[src/rtl/cpag_pkg.sv]
// Shared constants and types for the coprocessor access gate.
// Assumes the CRn/CRm/opcode_2 field widths of the instruction encoding
// (4, 4 and 3 bits) and a fixed set of seven owned registers.
package cpag_pkg;

    localparam int CRN_W = 4;
    localparam int CRM_W = 4;
    localparam int OP2_W = 3;

    // Owned register indices; the index is also the reg_sel bit position.
    localparam int SEL_N     = 7;
    localparam int SEL_CPACC = 0;
    localparam int SEL_PID   = 1;
    localparam int SEL_IBP0  = 2;
    localparam int SEL_IBP1  = 3;
    localparam int SEL_DBA   = 4;
    localparam int SEL_DMSK  = 5;
    localparam int SEL_DCTL  = 6;

    typedef struct packed {
        logic [CRN_W-1:0] crn;
        logic [CRM_W-1:0] crm;
        logic [OP2_W-1:0] op2;
    } reg_code_t;

    // Field encoding of each owned register on the system coprocessor.
    function automatic reg_code_t code_of(input int idx);
        reg_code_t c;
        case (idx)
            SEL_CPACC: c = '{crn: 4'd15, crm: 4'd1, op2: 3'd0};
            SEL_PID:   c = '{crn: 4'd13, crm: 4'd0, op2: 3'd0};
            SEL_IBP0:  c = '{crn: 4'd14, crm: 4'd8, op2: 3'd0};
            SEL_IBP1:  c = '{crn: 4'd14, crm: 4'd9, op2: 3'd0};
            SEL_DBA:   c = '{crn: 4'd14, crm: 4'd0, op2: 3'd0};
            SEL_DMSK:  c = '{crn: 4'd14, crm: 4'd3, op2: 3'd0};
            default:   c = '{crn: 4'd14, crm: 4'd4, op2: 3'd0};
        endcase
        return c;
    endfunction

endpackage

[src/rtl/cpag_decode.sv]
// Field decoder: compares CRn/CRm/opcode_2 against every owned register
// encoding and returns a hit vector. Assumes the encodings in the package
// are distinct, so at most one bit is set. Does not look at the coprocessor
// number; the caller qualifies the result.
module cpag_decode
    import cpag_pkg::*;
(
    input  logic [CRN_W-1:0] crn,
    input  logic [CRM_W-1:0] crm,
    input  logic [OP2_W-1:0] op2,
    output logic [SEL_N-1:0] hit_vec
);

    for (genvar i = 0; i < SEL_N; i++) begin : g_code
        localparam reg_code_t CODE = code_of(i);
        // Match one register encoding.
        assign hit_vec[i] = (crn == CODE.crn) && (crm == CODE.crm) && (op2 == CODE.op2);
    end

endmodule

[src/rtl/cpag_perm.sv]
// Permission rule: decides whether a transfer to req_cp may run.
// Gated coprocessors (below DBG_CP) follow their permission bit regardless
// of mode; the debug and system coprocessors need privilege, and the system
// coprocessor also needs an implemented register encoding (sys_hit).
// Assumes DBG_CP < SYS_CP < NUM_CP and NUM_CP is a power of two.
module cpag_perm #(
    parameter  int NUM_CP = 16,
    parameter  int SYS_CP = 15,
    parameter  int DBG_CP = 14,
    localparam int CP_W   = $clog2(NUM_CP)
) (
    input  logic              clk,
    input  logic              rst_n,
    input  logic [CP_W-1:0]   req_cp,
    input  logic              req_priv,
    input  logic [NUM_CP-1:0] cpacc_bits,
    input  logic              sys_hit,
    output logic              allow
);

    // Combinational permission decision.
    always_comb begin
        allow = 1'b0;
        if (req_cp == CP_W'(SYS_CP)) begin
            allow = req_priv && sys_hit;
        end else if (req_cp == CP_W'(DBG_CP)) begin
            allow = req_priv;
        end else if (int'(req_cp) < DBG_CP) begin
            allow = cpacc_bits[req_cp];
        end
    end

    // user mode never reaches the debug or system coprocessor.
    assert_user_sys_denied_R3: assert property (@(posedge clk) disable iff (!rst_n)
        (!req_priv && (int'(req_cp) >= DBG_CP)) |-> !allow);

endmodule

[src/rtl/cpag_regfile.sv]
// Owned register storage: one DATA_W register per select bit, written when
// its wr_sel bit is high, plus a registered read port. The permission word
// keeps only the bits of gated coprocessors. Assumes wr_sel and rd_sel are
// one-hot or zero and DBG_CP <= NUM_CP <= DATA_W.
module cpag_regfile
    import cpag_pkg::*;
#(
    parameter int DATA_W = 32,
    parameter int NUM_CP = 16,
    parameter int DBG_CP = 14
) (
    input  logic              clk,
    input  logic              rst_n,
    input  logic [SEL_N-1:0]  wr_sel,
    input  logic [DATA_W-1:0] wdata,
    input  logic              rd_en,
    input  logic [SEL_N-1:0]  rd_sel,
    output logic [NUM_CP-1:0] cpacc_bits,
    output logic [DATA_W-1:0] pid_value,
    output logic [DATA_W-1:0] rd_data
);

    localparam logic [DATA_W-1:0] GATE_MASK = DATA_W'((64'd1 << DBG_CP) - 64'd1);

    logic [SEL_N-1:0][DATA_W-1:0] regs_w;
    logic [DATA_W-1:0]            rd_mux;

    for (genvar i = 0; i < SEL_N; i++) begin : g_reg
        localparam logic [DATA_W-1:0] KEEP = (i == SEL_CPACC) ? GATE_MASK : '1;
        logic [DATA_W-1:0] q;
        // Hold one owned register; load masked write data when selected.
        always_ff @(posedge clk) begin
            if (!rst_n) begin
                q <= '0;
            end else if (wr_sel[i]) begin
                q <= wdata & KEEP;
            end
        end
        assign regs_w[i] = q;
    end

    // Read multiplexer, zero when nothing is selected.
    always_comb begin
        rd_mux = '0;
        for (int i = 0; i < SEL_N; i++) begin
            if (rd_sel[i]) begin
                rd_mux = rd_mux | regs_w[i];
            end
        end
    end

    // Registered read port, updated only on a granted read.
    always_ff @(posedge clk) begin
        if (!rst_n) begin
            rd_data <= '0;
        end else if (rd_en) begin
            rd_data <= rd_mux;
        end
    end

    assign cpacc_bits = regs_w[SEL_CPACC][NUM_CP-1:0];
    assign pid_value  = regs_w[SEL_PID];

    // at most one owned register written per cycle.
    assert_wsel_onehot_R10: assert property (@(posedge clk) disable iff (!rst_n)
        $onehot0(wr_sel));

    // the kept permission bits never include debug/system positions.
    assert_cpacc_upper_R4: assert property (@(posedge clk) disable iff (!rst_n)
        (regs_w[SEL_CPACC] & ~GATE_MASK) == '0);

endmodule

[src/rtl/cp_access_gate.sv]
// Coprocessor access gate top. Combines the field decoder, the permission
// rule and the owned register storage. grant/undef/reg_sel/btb_inval are
// combinational from the request; rd_data is registered. Assumes one
// request per req_valid cycle with all fields defined, and no request
// while rst_n is low.
module cp_access_gate
    import cpag_pkg::*;
#(
    parameter  int DATA_W = 32,
    parameter  int NUM_CP = 16,
    parameter  int SYS_CP = 15,
    parameter  int DBG_CP = 14,
    localparam int CP_W   = $clog2(NUM_CP)
) (
    input  logic              clk,
    input  logic              rst_n,
    input  logic              req_valid,
    input  logic              req_write,
    input  logic [CP_W-1:0]   req_cp,
    input  logic              req_priv,
    input  logic [CRN_W-1:0]  req_crn,
    input  logic [CRM_W-1:0]  req_crm,
    input  logic [OP2_W-1:0]  req_op2,
    input  logic [DATA_W-1:0] req_wdata,
    output logic              grant,
    output logic              undef,
    output logic [SEL_N-1:0]  reg_sel,
    output logic              btb_inval,
    output logic [DATA_W-1:0] rd_data
);

    logic [SEL_N-1:0]  hit_vec;
    logic [SEL_N-1:0]  sys_sel;
    logic [SEL_N-1:0]  wr_sel;
    logic              sys_hit;
    logic              allow;
    logic              rd_en;
    logic [NUM_CP-1:0] cpacc_bits;
    logic [DATA_W-1:0] pid_value;

    cpag_decode u_decode (
        .crn     (req_crn),
        .crm     (req_crm),
        .op2     (req_op2),
        .hit_vec (hit_vec)
    );

    // Decoder hits count only on the system coprocessor.
    assign sys_sel = (req_cp == CP_W'(SYS_CP)) ? hit_vec : '0;
    assign sys_hit = |sys_sel;

    cpag_perm #(
        .NUM_CP (NUM_CP),
        .SYS_CP (SYS_CP),
        .DBG_CP (DBG_CP)
    ) u_perm (
        .clk        (clk),
        .rst_n      (rst_n),
        .req_cp     (req_cp),
        .req_priv   (req_priv),
        .cpacc_bits (cpacc_bits),
        .sys_hit    (sys_hit),
        .allow      (allow)
    );

    // Outcome and register strobes for this request.
    assign grant     = req_valid && allow;
    assign undef     = req_valid && !allow;
    assign reg_sel   = grant ? sys_sel : '0;
    assign wr_sel    = (grant && req_write) ? sys_sel : '0;
    assign rd_en     = grant && !req_write;
    assign btb_inval = wr_sel[SEL_PID];

    cpag_regfile #(
        .DATA_W (DATA_W),
        .NUM_CP (NUM_CP),
        .DBG_CP (DBG_CP)
    ) u_regs (
        .clk        (clk),
        .rst_n      (rst_n),
        .wr_sel     (wr_sel),
        .wdata      (req_wdata),
        .rd_en      (rd_en),
        .rd_sel     (reg_sel),
        .cpacc_bits (cpacc_bits),
        .pid_value  (pid_value),
        .rd_data    (rd_data)
    );

    // a cleared permission bit on a gated coprocessor forces undef.
    assert_gated_denied_R2: assert property (@(posedge clk) disable iff (!rst_n)
        (req_valid && (int'(req_cp) < DBG_CP) && !cpacc_bits[req_cp]) |-> undef);

    // a refused request leaves the permission word and read data alone.
    assert_undef_no_write_R8: assert property (@(posedge clk) disable iff (!rst_n)
        undef |=> ($stable(cpacc_bits) && $stable(rd_data) && $stable(pid_value)));

    // the process-ID value only moves after an invalidate pulse.
    assert_pid_btb_R6: assert property (@(posedge clk) disable iff (!rst_n)
        !$stable(pid_value) |-> $past(btb_inval));

    // the select is one-hot or zero, and only on a granted system request.
    assert_sel_onehot_R10: assert property (@(posedge clk) disable iff (!rst_n)
        $onehot0(reg_sel));
    assert_sel_needs_grant_R10: assert property (@(posedge clk) disable iff (!rst_n)
        (|reg_sel) |-> (grant && (req_cp == CP_W'(SYS_CP)) && req_priv));

    // reading the permission word returns it one cycle later.
    assert_read_latency_R9: assert property (@(posedge clk) disable iff (!rst_n)
        (grant && !req_write && reg_sel[SEL_CPACC]) |=> (rd_data == DATA_W'($past(cpacc_bits))));

endmodule

[config.mk]
export PLATFORM = sky130hd
export DESIGN_NAME = cp_access_gate
export DESIGN_NICKNAME = d
export VERILOG_FILES = /design/src/rtl/cpag_pkg.sv /design/src/rtl/cpag_decode.sv /design/src/rtl/cpag_perm.sv /design/src/rtl/cpag_regfile.sv /design/src/rtl/cp_access_gate.sv
export SDC_FILE = /design/constraint.sdc
export NUM_CORES = 1
export LEC_CHECK = 0
export CAP_MARGIN = 40
export CELL_PAD_IN_SITES_DETAIL_PLACEMENT = 1
export CELL_PAD_IN_SITES_GLOBAL_PLACEMENT = 1
export CORE_ASPECT_RATIO = 1.75
export CORE_MARGIN = 2
export CORE_UTILIZATION = 42
export CTS_BUF_LIST = sky130_fd_sc_hd__clkbuf_8 sky130_fd_sc_hd__clkbuf_16
export DETAILED_ROUTE_END_ITERATION = 12
export DONT_BUFFER_PORTS = 1
export GPL_TIMING_DRIVEN = 0
export PLACE_DENSITY_LB_ADDON = 0.05
export SLEW_MARGIN = 20
export SYNTH_ARGS = -nofsm -noshare
export SYNTH_HDL_FRONTEND = slang
export SYNTH_HIERARCHICAL = 1
export SYNTH_SLANG_ARGS = --single-unit
[constraint.sdc]
create_clock -name clk -period 3.7 [get_ports clk]
set_input_delay 0.185 -clock clk [delete_from_list [all_inputs] [get_ports clk]]
set_output_delay 0.185 -clock clk [all_outputs]
set_load 0.005 [all_outputs]
==> impl_results.md, run 1 <==
- Hold WC Path Type: input pin to flop
- Largest net degree at the start of global routing: 14
- Dpl cells: approximately 1.3k
- Status: complete, no violations
- CP Class: input pin to flop
- Grt ovf: 0
- Routed via count: between 7k and 8k
- Chip Height: ~210 um
- Net count after synthesis: approximately 1.0k
- DR pass1 iterations: 4
- Period utilisation layout: 0.9500
- Worst vdd ir: ~0.32 mV
- Post-Syn Area: around 0.010 mm^2
- Post-place setup slack: -0.4741 ns
- Final nets: 1088
- Row count: 76
- Hpwl dp: between 20 and 25 mm
- Max-slew violations: 0
- Clk_lat worst skew: 0.53 ns
- Layout cell share with drive strength beyond 1: 0.1258
- 1st-iter DRT viols: 314
- Most common cell after layout, fill and taps aside: dfxtp_1
- Area grow syn2layout: 14.75%
- CP Max Fanout: 10
- Die width: 123.3 um
- Clock slew at reported path FFs: approximately 0.06 ns
- Clock Tree Root: clkbuf_16
- Port buffer count: 0
- Final ANT Viol Nets: 0
- Leak pwr: between 0.003 and 0.004 uW
- Power Total: about 5200 uW
- Clk buf depth: 3
- Critical Path AT: a little under 4 ns
- Die Area: approximately 0.026 mm^2
- Num CTS Buffers: 24
- Sum of negative setup slack: 0 ns
- Mean routed wirelength per cell: 25.09 um
- First-pass GRT wire length: around 51 mm
- Slew HR: 0.4849
- Initial antenna violation count: 0
- Max cap viols: 0
- Vias in the first global route: roughly 8.4k
- # setup viols final: 0
- Initial Util: 0.4266
- Hold Violations, Final: 0
- I/O Pins: 94
- Post-Synthesis Cells: roughly 970
- Worst slew pin tran: 0.7726 ns
- Post-Route WL: roughly 34 mm
- Post-layout minimum cycle time: roughly 3.5 ns
- CTS tree: yes
- GPL Wtd Cong: 0.7853
- Max Fclk: approximately 280 MHz
- Core box area: 0.02453 mm^2
- Final WS setup: about 0.18 ns
- Finished Layout Cells: 1361
- Via/cell ratio: approximately 5.6
- Setup crit start kind: input pin
- Pwr/cell area: 434.0 mW/mm^2
- Worst Path Required: ~4.2 ns
- # H-tree levels: 1
- Clk sinks: 238
- Syn_area_per_cell: roughly 11 um^2
- Ant diodes: 0
- CP endpoint kind: flop
- FILL cells: approximately 2.7k
- DRC viols: 0
- GRT Total Usage: 0.2637
- Clock skew: roughly 0.011 ns
- Most frequent cells in the layout: dfxtp_1, nor2b_1, mux2i_1
- Yosys warning total: 6
- RSZ-0062 raised after global routing: no
==> registers in the layout, indices dropped and copies added, names as in the netlist <==
register / count
u_regs/g.q: 174
u_regs/pid_value: 32
u_regs/rd_data: 32
==> power breakdown <==
group / switching (uW) / internal, uW
Clock: 1020 / 1400
Sequential: 11.0 / 2580
Combinational: 124 / 82.2
Total: 1160 / 4060
==> timing repair <==
item                                   4_1_cts  5_1_grt
resized for setup                            0        3
buffers inserted                             0        0
endpoints found under the hold margin      206        0
hold buffers                                32        0
setup endpoints to repair                    0       15
==> metal layers <==
metal,vias to the layer above,wire [um],GRT usage
met5,-,0,0
met2,142,18400,0.4962
met1,3862,13560,0.2973
li1,3610,-,-
met4,0,895,0.08621
met3,49,1289,0.03846
==> worst paths after layout <==
path         slack (ns)                         endpoint                          startpoint  depth (start not counted)
max reg2reg        0.57   u_regs/rd_data[5]$_SDFFE_PN0P_  u_regs/g_reg[0].q[11]$_SDFFE_PN0P_                         11
min                0.08   u_regs/rd_data[3]$_SDFFE_PN0P_                               rst_n                          3
min reg2reg        0.51   u_regs/rd_data[3]$_SDFFE_PN0P_   u_regs/g_reg[3].q[3]$_SDFFE_PN0P_                          2
max                0.18  u_regs/rd_data[27]$_SDFFE_PN0P_                          req_crm[1]                         16
==> critical path, stage by stage <==
cell	delay, ns
or4_4	0.55
nor3_1	0.41
nor4_1	0.12
a41oi_1	0.25
or2b_1	0.13
a21boi_0	0.09
o311ai_1	0.28
o21a_1	0.20
nand2_2	0.12
buf_4	0.22
nor3_2	0.35
buf_4	0.26
buf_2	0.36
a22o_1	0.20
a221oi_2	0.05
a31oi_1	0.18
==> metrics by stage <==
step             util  area [um^2]  hold slack (ns)
3_3_place_gp   0.4425        10860           0.3583
6_report       0.4895        12010          0.08413
2_1_floorplan       -        10470           0.3544
5_1_grt        0.4895        12010          0.07324
3_5_place_dp   0.4446        10910           0.3666
4_1_cts        0.4888        11990          0.06016
==> final cells by class <==
cell class | count | area [um^2] | share of cell area
Inverter | 11 | 41.29 | 0.003438
Multi-Input combinational cell | 643 | 5220 | 0.4346
Sequential cell | 238 | 4765 | 0.3967
Clock buffer | 31 | 708.2 | 0.05896
Tap cell | 312 | 390.4 | 0.03250
Clock inverter | 8 | 57.56 | 0.004792
Timing Repair Buffer | 37 | 350.3 | 0.02917
Buffer | 81 | 478.0 | 0.03980
(Power assumes the default switching activity.)
==> run 2, diff against run 1 <==
--- a/config.mk
+++ b/config.mk
@@ -9,7 +9,7 @@
 export CELL_PAD_IN_SITES_DETAIL_PLACEMENT = 1
 export CELL_PAD_IN_SITES_GLOBAL_PLACEMENT = 1
 export CORE_ASPECT_RATIO = 1.75
-export CORE_MARGIN = 2
+export CORE_MARGIN = 4
 export CORE_UTILIZATION = 42
 export CTS_BUF_LIST = sky130_fd_sc_hd__clkbuf_8 sky130_fd_sc_hd__clkbuf_16
 export DETAILED_ROUTE_END_ITERATION = 12
==> constraint.sdc (replaced) <==
create_clock -name clk -period 3.7 [get_ports clk]
set_input_delay 0.185 -clock clk [delete_from_list [all_inputs] [get_ports clk]]
set_output_delay 0.185 -clock clk [all_outputs]
set_load 0.02 [all_outputs]
==> run 2 against run 1 <==
Effect of this change: power rose by 1.8%; sequential power about the same; clock power rose by 3%; flip-flop and latch count stayed put; register-to-register slack better by 0.08 ns; combinational power about the same; sequential share of layout area decreased by 0.48 points; worst setup slack gained 0.0020 ns; clock skew down 0.00072 ns; final cell count up 0.73%; first-iteration DRC count rose by 3.2%; wire length shrank 0.44%; critical endpoint is now reg_sel[2]; highest routed layer unchanged.
==> impl_results.md, run 2 (synthesis results as in run 1) <==
- Row count: 76 (unchanged)
- FILL cells: 2700 (+0.45%)
- Area of the multi-input gates: 0.005271 mm^2 (+0.98%)
- Final Util: 0.4936 (+0.004054)
- DRC viols: 0 (unchanged)
- First-pass GRT wire length: 52.00 mm (+1.5%)
- CP bufs+invs: 2 (-1)
- Slew HR: 0.4792 (-0.005755)
- Critical R2R Capture: u_regs/rd_data[11]$_SDFFE_PN0P_
- Worst slew pin tran: 0.7812 ns (+0.008632 ns)
- CP Class: input pin to primary output
- Initial Util: 0.4250 (-0.001647)
- Clk sinks: 238 (unchanged)
- CP Depth: 12 (-4)
- Worst reg2reg path depth: 12 (+1)
- CTS tree: yes
- Post-layout minimum cycle time: 3.513 ns (-0.002026 ns)
- CP endpoint kind: primary output
- Setup crit start kind: input pin
- Reg area: 0.004765 mm^2 (unchanged)
- 1st-iter DRT viols: 324 (+3.2%)
- Routed via count: 7735 (+0.94%)
- Largest register FFs: 174 (unchanged)
- Die width: 127.3 um (+3.2%)
- Top delay family on crit path: simple AND/OR/NAND/NOR gates
- Chip Height: 216.8 um (+1.9%)
- Initial antenna violation count: 1 (+1)
- Mean routed wirelength per cell: 24.80 um (-1.2%)
- Clk buf depth: 3 (unchanged)
- End of the critical path: reg_sel[2]
- Max-slew violations: 0 (unchanged)
- GRT Total Usage: 0.2464 (-0.01729)
- Clock Power Share: 0.471 (+0.007)
- # H-tree levels: 1 (unchanged)
- RSZ-0062 raised after global routing: no
- Setup crit start: req_crm[1]
- Leak pwr: 0.003719 uW (+1.3%)
- Period utilisation layout: 0.9495 (about the same)
- Finished Layout Cells: 1371 (+0.73%)
- Clock skew: 0.009962 ns (-0.0007232 ns)
- Vias in the first global route: 8396 (+0.13%)
- Via/cell ratio: 5.642 (+0.20%)
- Dpl cells: 1290 (unchanged)
- Crit path max-delay cell type: or4_4
- Combinational Power Share: 0.039 (about the same)
- Status: complete, no violations
- Max Fclk: 284.7 MHz (about the same)
- GPL Wtd Cong: 0.7735 (-1.5%)
- Core box area: 0.02463 mm^2 (+0.39%)
- Crit-path max cell delay: 0.57 ns (+0.02 ns)
- CP Cell Sequence: or4_4 > nor3_2 > nor4_1 > a41oi_1 > or2b_1 > a21boi_0 > o311ai_1 > o21a_1 > nand2_2 > buf_4 > nor3_2 > buf_4
- FF-to-FF setup slack: 0.65 ns (+0.08 ns)
- NetSw: 1188 uW (+2.7%)
- Post-CTS Setup Repair Bufs: 0 (unchanged)
- I/O Pins: 94 (unchanged)
- # setup viols final: 0 (unchanged)
- Worst vdd ir: 0.3396 mV (+6.8%)
- Most frequent cells in the layout: dfxtp_1, nor2b_1, mux2i_1, dlygate4sd3_1
- Final nets: 1092 (+0.37%)
- Hold WC Path Type: input pin to flop
- Post-Route WL: 33.99 mm (-0.44%)
- Pwr/cell area: 436.6 mW/mm^2 (+0.62%)
- CP Max Fanout: 10 (unchanged)
- DR pass1 iterations: 5 (+1)
- Hold Violations, Final: 0 (unchanged)
- Internal power: 4120 uW (+1.6%)
- Critical Path AT: 3.33 ns (-0.64 ns)
- Die Area: 0.02761 mm^2 (+5.2%)
- Grt ovf: 0 (unchanged)
- Most flop-heavy register: u_regs/g.q
- Most common cell after layout, fill and taps aside: dfxtp_1
- Layout cell share with drive strength beyond 1: 0.1371 (+0.01122)
- Clock Tree Root: clkbuf_16
- Sequential share of power: 0.490 (-0.006)
- Num CTS Buffers: 24 (unchanged)
- Hpwl dp: 23.63 mm (+0.54%)
- Final ANT Viol Nets: 0 (unchanged)
- Clock slew at reported path FFs: 0.06 ns (about the same)
- Hold slack: 0.08110 ns (-0.003031 ns)
- Port buffer count: 0 (unchanged)
- WHS Path Cells: 3 (unchanged)
- Area grow syn2layout: 16.15%
- Max cap viols: 0 (unchanged)
- Clk_lat worst skew: 0.53 ns (about the same)
- Worst Path Required: 3.51 ns (-0.64 ns)
- Largest net degree at the start of global routing: 15 (+1)
- Net Sw Frac: 0.2237 (+0.001839)
- Worst R2R Start: u_regs/g_reg[0].q[12]$_SDFFE_PN0P_
==> run 2: cell types whose count changed in the layout (fill, tap and decap cells not counted), moves of 3 or more <==
cell / change
nor4_1: -4
nor3_2: +3
dlygate4sd3_1: +4
nor4_2: +4
buf_2: -3
clkinv_2: +4
nor3_1: -4
buf_4: +3
==> run 2: layout make-up <==
cell class / instances / share of cell area
diodes: 1 / 0.0002058
plain buffers: 81 / 0.03932
clock buffers: 30 / 0.05712
clock inverters: 14 / 0.009572
inverters: 11 / 0.003396
multi-input cells: 643 / 0.4336
flip-flops and latches: 238 / 0.3919
well taps: 312 / 0.03211
repair buffers: 41 / 0.03273
==> run 2: power groups by stage <==
| stage | Sequential (uW) | Combinational (uW) | Clock (uW) |
|---|---|---|---|
| final | 2600 | 209 | 2500 |
| after global routing | 2600 | 224 | 2660 |
| after CTS | 2600 | 210 | 2550 |
| after detailed placement | 2660 | 147 | 0 |
| after global placement | 2660 | 146 | 0 |
| after floorplan | 2650 | 93.3 | 0 |
==> run 2: repair_timing <==
item / in CTS / in global routing
gates resized for setup: 3 / 6
hold endpoints to repair: 206 / 0
hold buffers: 36 / 0
setup endpoints to repair: 22 / 58
==> run 2: metrics by stage <==
stage,setup TNS (ns),area (um^2),worst slack [ns],total power [uW]
floorplan,0,10470,0.01824,2748
finish,0,12160,0.1870,5308
detailed placement,-37.54,10930,-0.6222,2807
global placement,-71.64,10860,-1.794,2805
global route,0,12160,0.06129,5490
CTS,-0.003237,12120,-0.003237,5365
==> run 2: worst reg2reg max path, cell delays in order, from the launching register on <==
cell	delay, ns
dfxtp_1	0.34
and2b_4	0.17
a211oi_1	0.46
o311ai_1	0.17
o21a_1	0.16
nand2_2	0.16
buf_4	0.27
nor3_2	0.11
buf_4	0.19
buf_6	0.17
a22o_1	0.25
a221oi_2	0.27
a41oi_1	0.16
==> run 2: worst min-delay path by stage <==
stage	from	endpoint	slack, ns
after floorplan	req_wdata[1]	u_regs/g_reg[3].q[1]$_SDFFE_PN0P_	0.35
after global placement	req_wdata[11]	u_regs/g_reg[6].q[11]$_SDFFE_PN0P_	0.36
after detailed placement	req_wdata[24]	u_regs/g_reg[5].q[24]$_SDFFE_PN0P_	0.37
after CTS	rst_n	u_regs/rd_data[7]$_SDFFE_PN0P_	0.07
after global routing	rst_n	u_regs/rd_data[3]$_SDFFE_PN0P_	0.10
final	rst_n	u_regs/rd_data[7]$_SDFFE_PN0P_	0.08
==> run 2: per-layer routing <==
metal  wire (um)  global-route usage
met1       13380              0.2831
met2       18290              0.4625
met3        1357             0.03512
met4         969             0.07767
met5           0                   0
==> run 3, diff against run 2 <==
--- a/config.mk
+++ b/config.mk
@@ -9,7 +9,7 @@
 export CELL_PAD_IN_SITES_DETAIL_PLACEMENT = 1
 export CELL_PAD_IN_SITES_GLOBAL_PLACEMENT = 1
 export CORE_ASPECT_RATIO = 1.75
-export CORE_MARGIN = 4
+export CORE_MARGIN = 3
 export CORE_UTILIZATION = 42
 export CTS_BUF_LIST = sky130_fd_sc_hd__clkbuf_8 sky130_fd_sc_hd__clkbuf_16
 export DETAILED_ROUTE_END_ITERATION = 12
==> run 3 against run 2 <==
Effect of this change: via count down 1.3%; register-to-register slack better by 0.06 ns; combinational power about the same; critical endpoint is now reg_sel[4]; largest cell class unchanged.
==> impl_results.md, run 3 (synthesis results as in run 1) <==
- Status: complete, no violations
- Final nets: 1089 (-0.27%)
- Initial Util: 0.4323 (+0.007335)
- Clock Tree Root: clkbuf_16
- Largest net degree at the start of global routing: 14 (-1)
- Period utilisation layout: 0.9178 (-0.03168)
- DR pass1 iterations: 4 (-1)
- Routed via count: 7635 (-1.3%)
- Post-layout minimum cycle time: 3.396 ns (-0.1172 ns)
- DRC viols: 0 (unchanged)
- Hpwl dp: 23.49 mm (-0.60%)
- # H-tree levels: 1 (unchanged)
- Post-place setup slack: -0.5300 ns (+0.09213 ns)
- Chip Height: 214.8 um (-0.92%)
- Critical R2R Capture: u_regs/rd_data[27]$_SDFFE_PN0P_
- Setup crit start kind: input pin
- Hold WC Path Type: input pin to flop
- CP Class: input pin to primary output
- Worst vdd ir: 0.3546 mV (+4.4%)
- FF-to-FF setup slack: 0.71 ns (+0.06 ns)
- Finished Layout Cells: 1361 (-0.73%)
- Hold path endpoint: u_regs/rd_data[3]$_SDFFE_PN0P_
- Crit path max-delay cell type: nor4_1
- Most common cell after layout, fill and taps aside: dfxtp_1
- FILL cells: 2649 (-1.9%)
- Area of the multi-input gates: 0.005278 mm^2 (+0.12%)
- I/O Pins: 94 (unchanged)
- CP endpoint kind: primary output
- Die Area: 0.02692 mm^2 (-2.5%)
- Row count: 75 (-1.3%)
- Max cap viols: 0 (unchanged)
- Max-slew violations: 0 (unchanged)
- Clk sinks: 238 (unchanged)
- Crit-path max cell delay: 0.50 ns (-0.07 ns)
- # setup viols final: 0 (unchanged)
- Post-Route WL: 33.79 mm (-0.59%)
- Leak pwr: 0.003759 uW (+1.1%)
- Via/cell ratio: 5.610 (-0.57%)
- Dpl cells: 1286 (-0.31%)
- Final WS setup: 0.3042 ns (+0.1172 ns)
- Mean routed wirelength per cell: 24.83 um (+0.14%)
- Critical Path AT: 3.21 ns (-0.12 ns)
- Vias in the first global route: 8345 (-0.61%)
- Clk buf depth: 3 (unchanged)
- Port buffer count: 0 (unchanged)
- RSZ-0062 raised after global routing: no
- Ant diodes: 0 (-1)
- Worst reg2reg path depth: 12 (unchanged)
- CP Max Fanout: 10 (unchanged)
- CP Cell Sequence: or3_1 > nor4_1 > nor4_1 > a41oi_1 > or2b_1 > a21boi_0 > o311ai_1 > o21a_1 > nand2_2 > buf_4 > nor3_4 > buf_4
- Most frequent cells in the layout: dfxtp_1, nor2b_1, mux2i_1
- HP Start: rst_n
- Clock slew at reported path FFs: 0.06 ns (about the same)
- Largest register FFs: 174 (unchanged)
- Pwr/cell area: 433.2 mW/mm^2 (-0.79%)
- 1st-iter DRT viols: 266 (-18%)
- Layout cell share with drive strength beyond 1: 0.1406 (+0.003500)
- Num CTS Buffers: 24 (unchanged)
- Worst slew pin tran: 0.6882 ns (-0.09300 ns)
- Slew HR: 0.5412 (+0.06200)
- Clk_lat worst skew: 0.55 ns (+0.02 ns)
- CTS tree: yes
- Core box area: 0.02421 mm^2 (-1.7%)
- GRT Total Usage: 0.2494 (+0.002984)
- Final ANT Viol Nets: 0 (unchanged)
- Worst Path Required: 3.51 ns (about the same)
- Initial antenna violation count: 0 (-1)
- Worst R2R Start: u_regs/g_reg[0].q[12]$_SDFFE_PN0P_
- Max Fclk: 294.5 MHz (+3.5%)
- Die width: 125.3 um (-1.6%)
- WHS Path Cells: 3 (unchanged)
- Area grow syn2layout: 15.65%
- Grt ovf: 0 (unchanged)
- Post-CTS Setup Repair Bufs: 0 (unchanged)
- GPL Wtd Cong: 0.7767 (+0.41%)
- Most flop-heavy register: u_regs/g.q
- Clock skew: 0.02771 ns (+0.01774 ns)
- Reg area: 0.004765 mm^2 (unchanged)
- First-pass GRT wire length: 51.78 mm (-0.41%)
- Hold Violations, Final: 0 (unchanged)
- Hold slack: 0.07656 ns (-0.004536 ns)
[run 3: changes by cell type in the layout (fill, tap and decap cells not counted), sizes merged]
cell,previous run,this run
clkbuf,58,59
dlygate4sd3,36,32
buf,58,59
bufinv,2,1
inv,17,16
diode,1,0
clkinv,6,5
[run 3: per-stage QoR]
| stage | TNS, ns | utilization | power [uW] | area (um^2) |
|---|---|---|---|---|
| floorplan | 0 | - | 2748 | 10470 |
| global placement | -70.05 | 0.4482 | 2805 | 10850 |
| detailed placement | -27.49 | 0.4514 | 2807 | 10930 |
| CTS | 0 | 0.4969 | 5301 | 12030 |
| global route | 0 | 0.4999 | 5426 | 12100 |
| finish | 0 | 0.4999 | 5243 | 12100 |
[run 3: worst max path at each step]
stage	start	to	slack [ns]	depth (start not counted)
final	req_op2[1]	reg_sel[4]	0.30	12
after global routing	req_op2[1]	u_regs/rd_data[22]$_SDFFE_PN0P_	0.01	15
after CTS	req_crm[1]	reg_sel[4]	0.02	12
after detailed placement	req_crm[1]	u_regs/rd_data[4]$_SDFFE_PN0P_	-0.53	14
after global placement	req_crm[1]	u_regs/rd_data[1]$_SDFFE_PN0P_	-1.79	14
after floorplan	req_crm[1]	u_regs/rd_data[1]$_SDFFE_PN0P_	0.02	14
[run 3: where the power goes]
| group | switching [uW] | total [uW] | internal, uW |
|---|---|---|---|
| combinational | 127 | 210 | 82.7 |
| clock | 1040 | 2430 | 1390 |
| sequential | 26.3 | 2600 | 2580 |
[run 3: final cells by class]
type,instances,area share
multi-input combinational,643,0.4360
sequential,238,0.3936
clock buffer,31,0.05758
buffer,81,0.04000
tap,308,0.03184
timing repair buffer,38,0.03049
clock inverter,11,0.007029
inverter,11,0.003411
[run 3: timing repair]
item / in CTS / in global routing
resized for setup: 0 / 20
endpoints found under the setup margin: 0 / 67
endpoints found under the hold margin: 206 / 0
hold buffers: 32 / 0
[run 3: worst max-delay path, delay by kind of cell]
kind	cells	cell delay [ns]
buffers and inverters	2	0.51
and+or+nand+nor	6	1.69
AOI/OAI and AO/OA	4	0.80
[run 3: metal layers]
layer / routed length, um / GRT usage / vias up / part of all wire
met5: 0 / 0 / - / 0
met4: 880 / 0.07779 / 0 / 0.026
met3: 1136 / 0.03354 / 46 / 0.034
met2: 18410 / 0.4783 / 154 / 0.54
met1: 13360 / 0.2814 / 3815 / 0.40
li1: - / - / 3620 / -
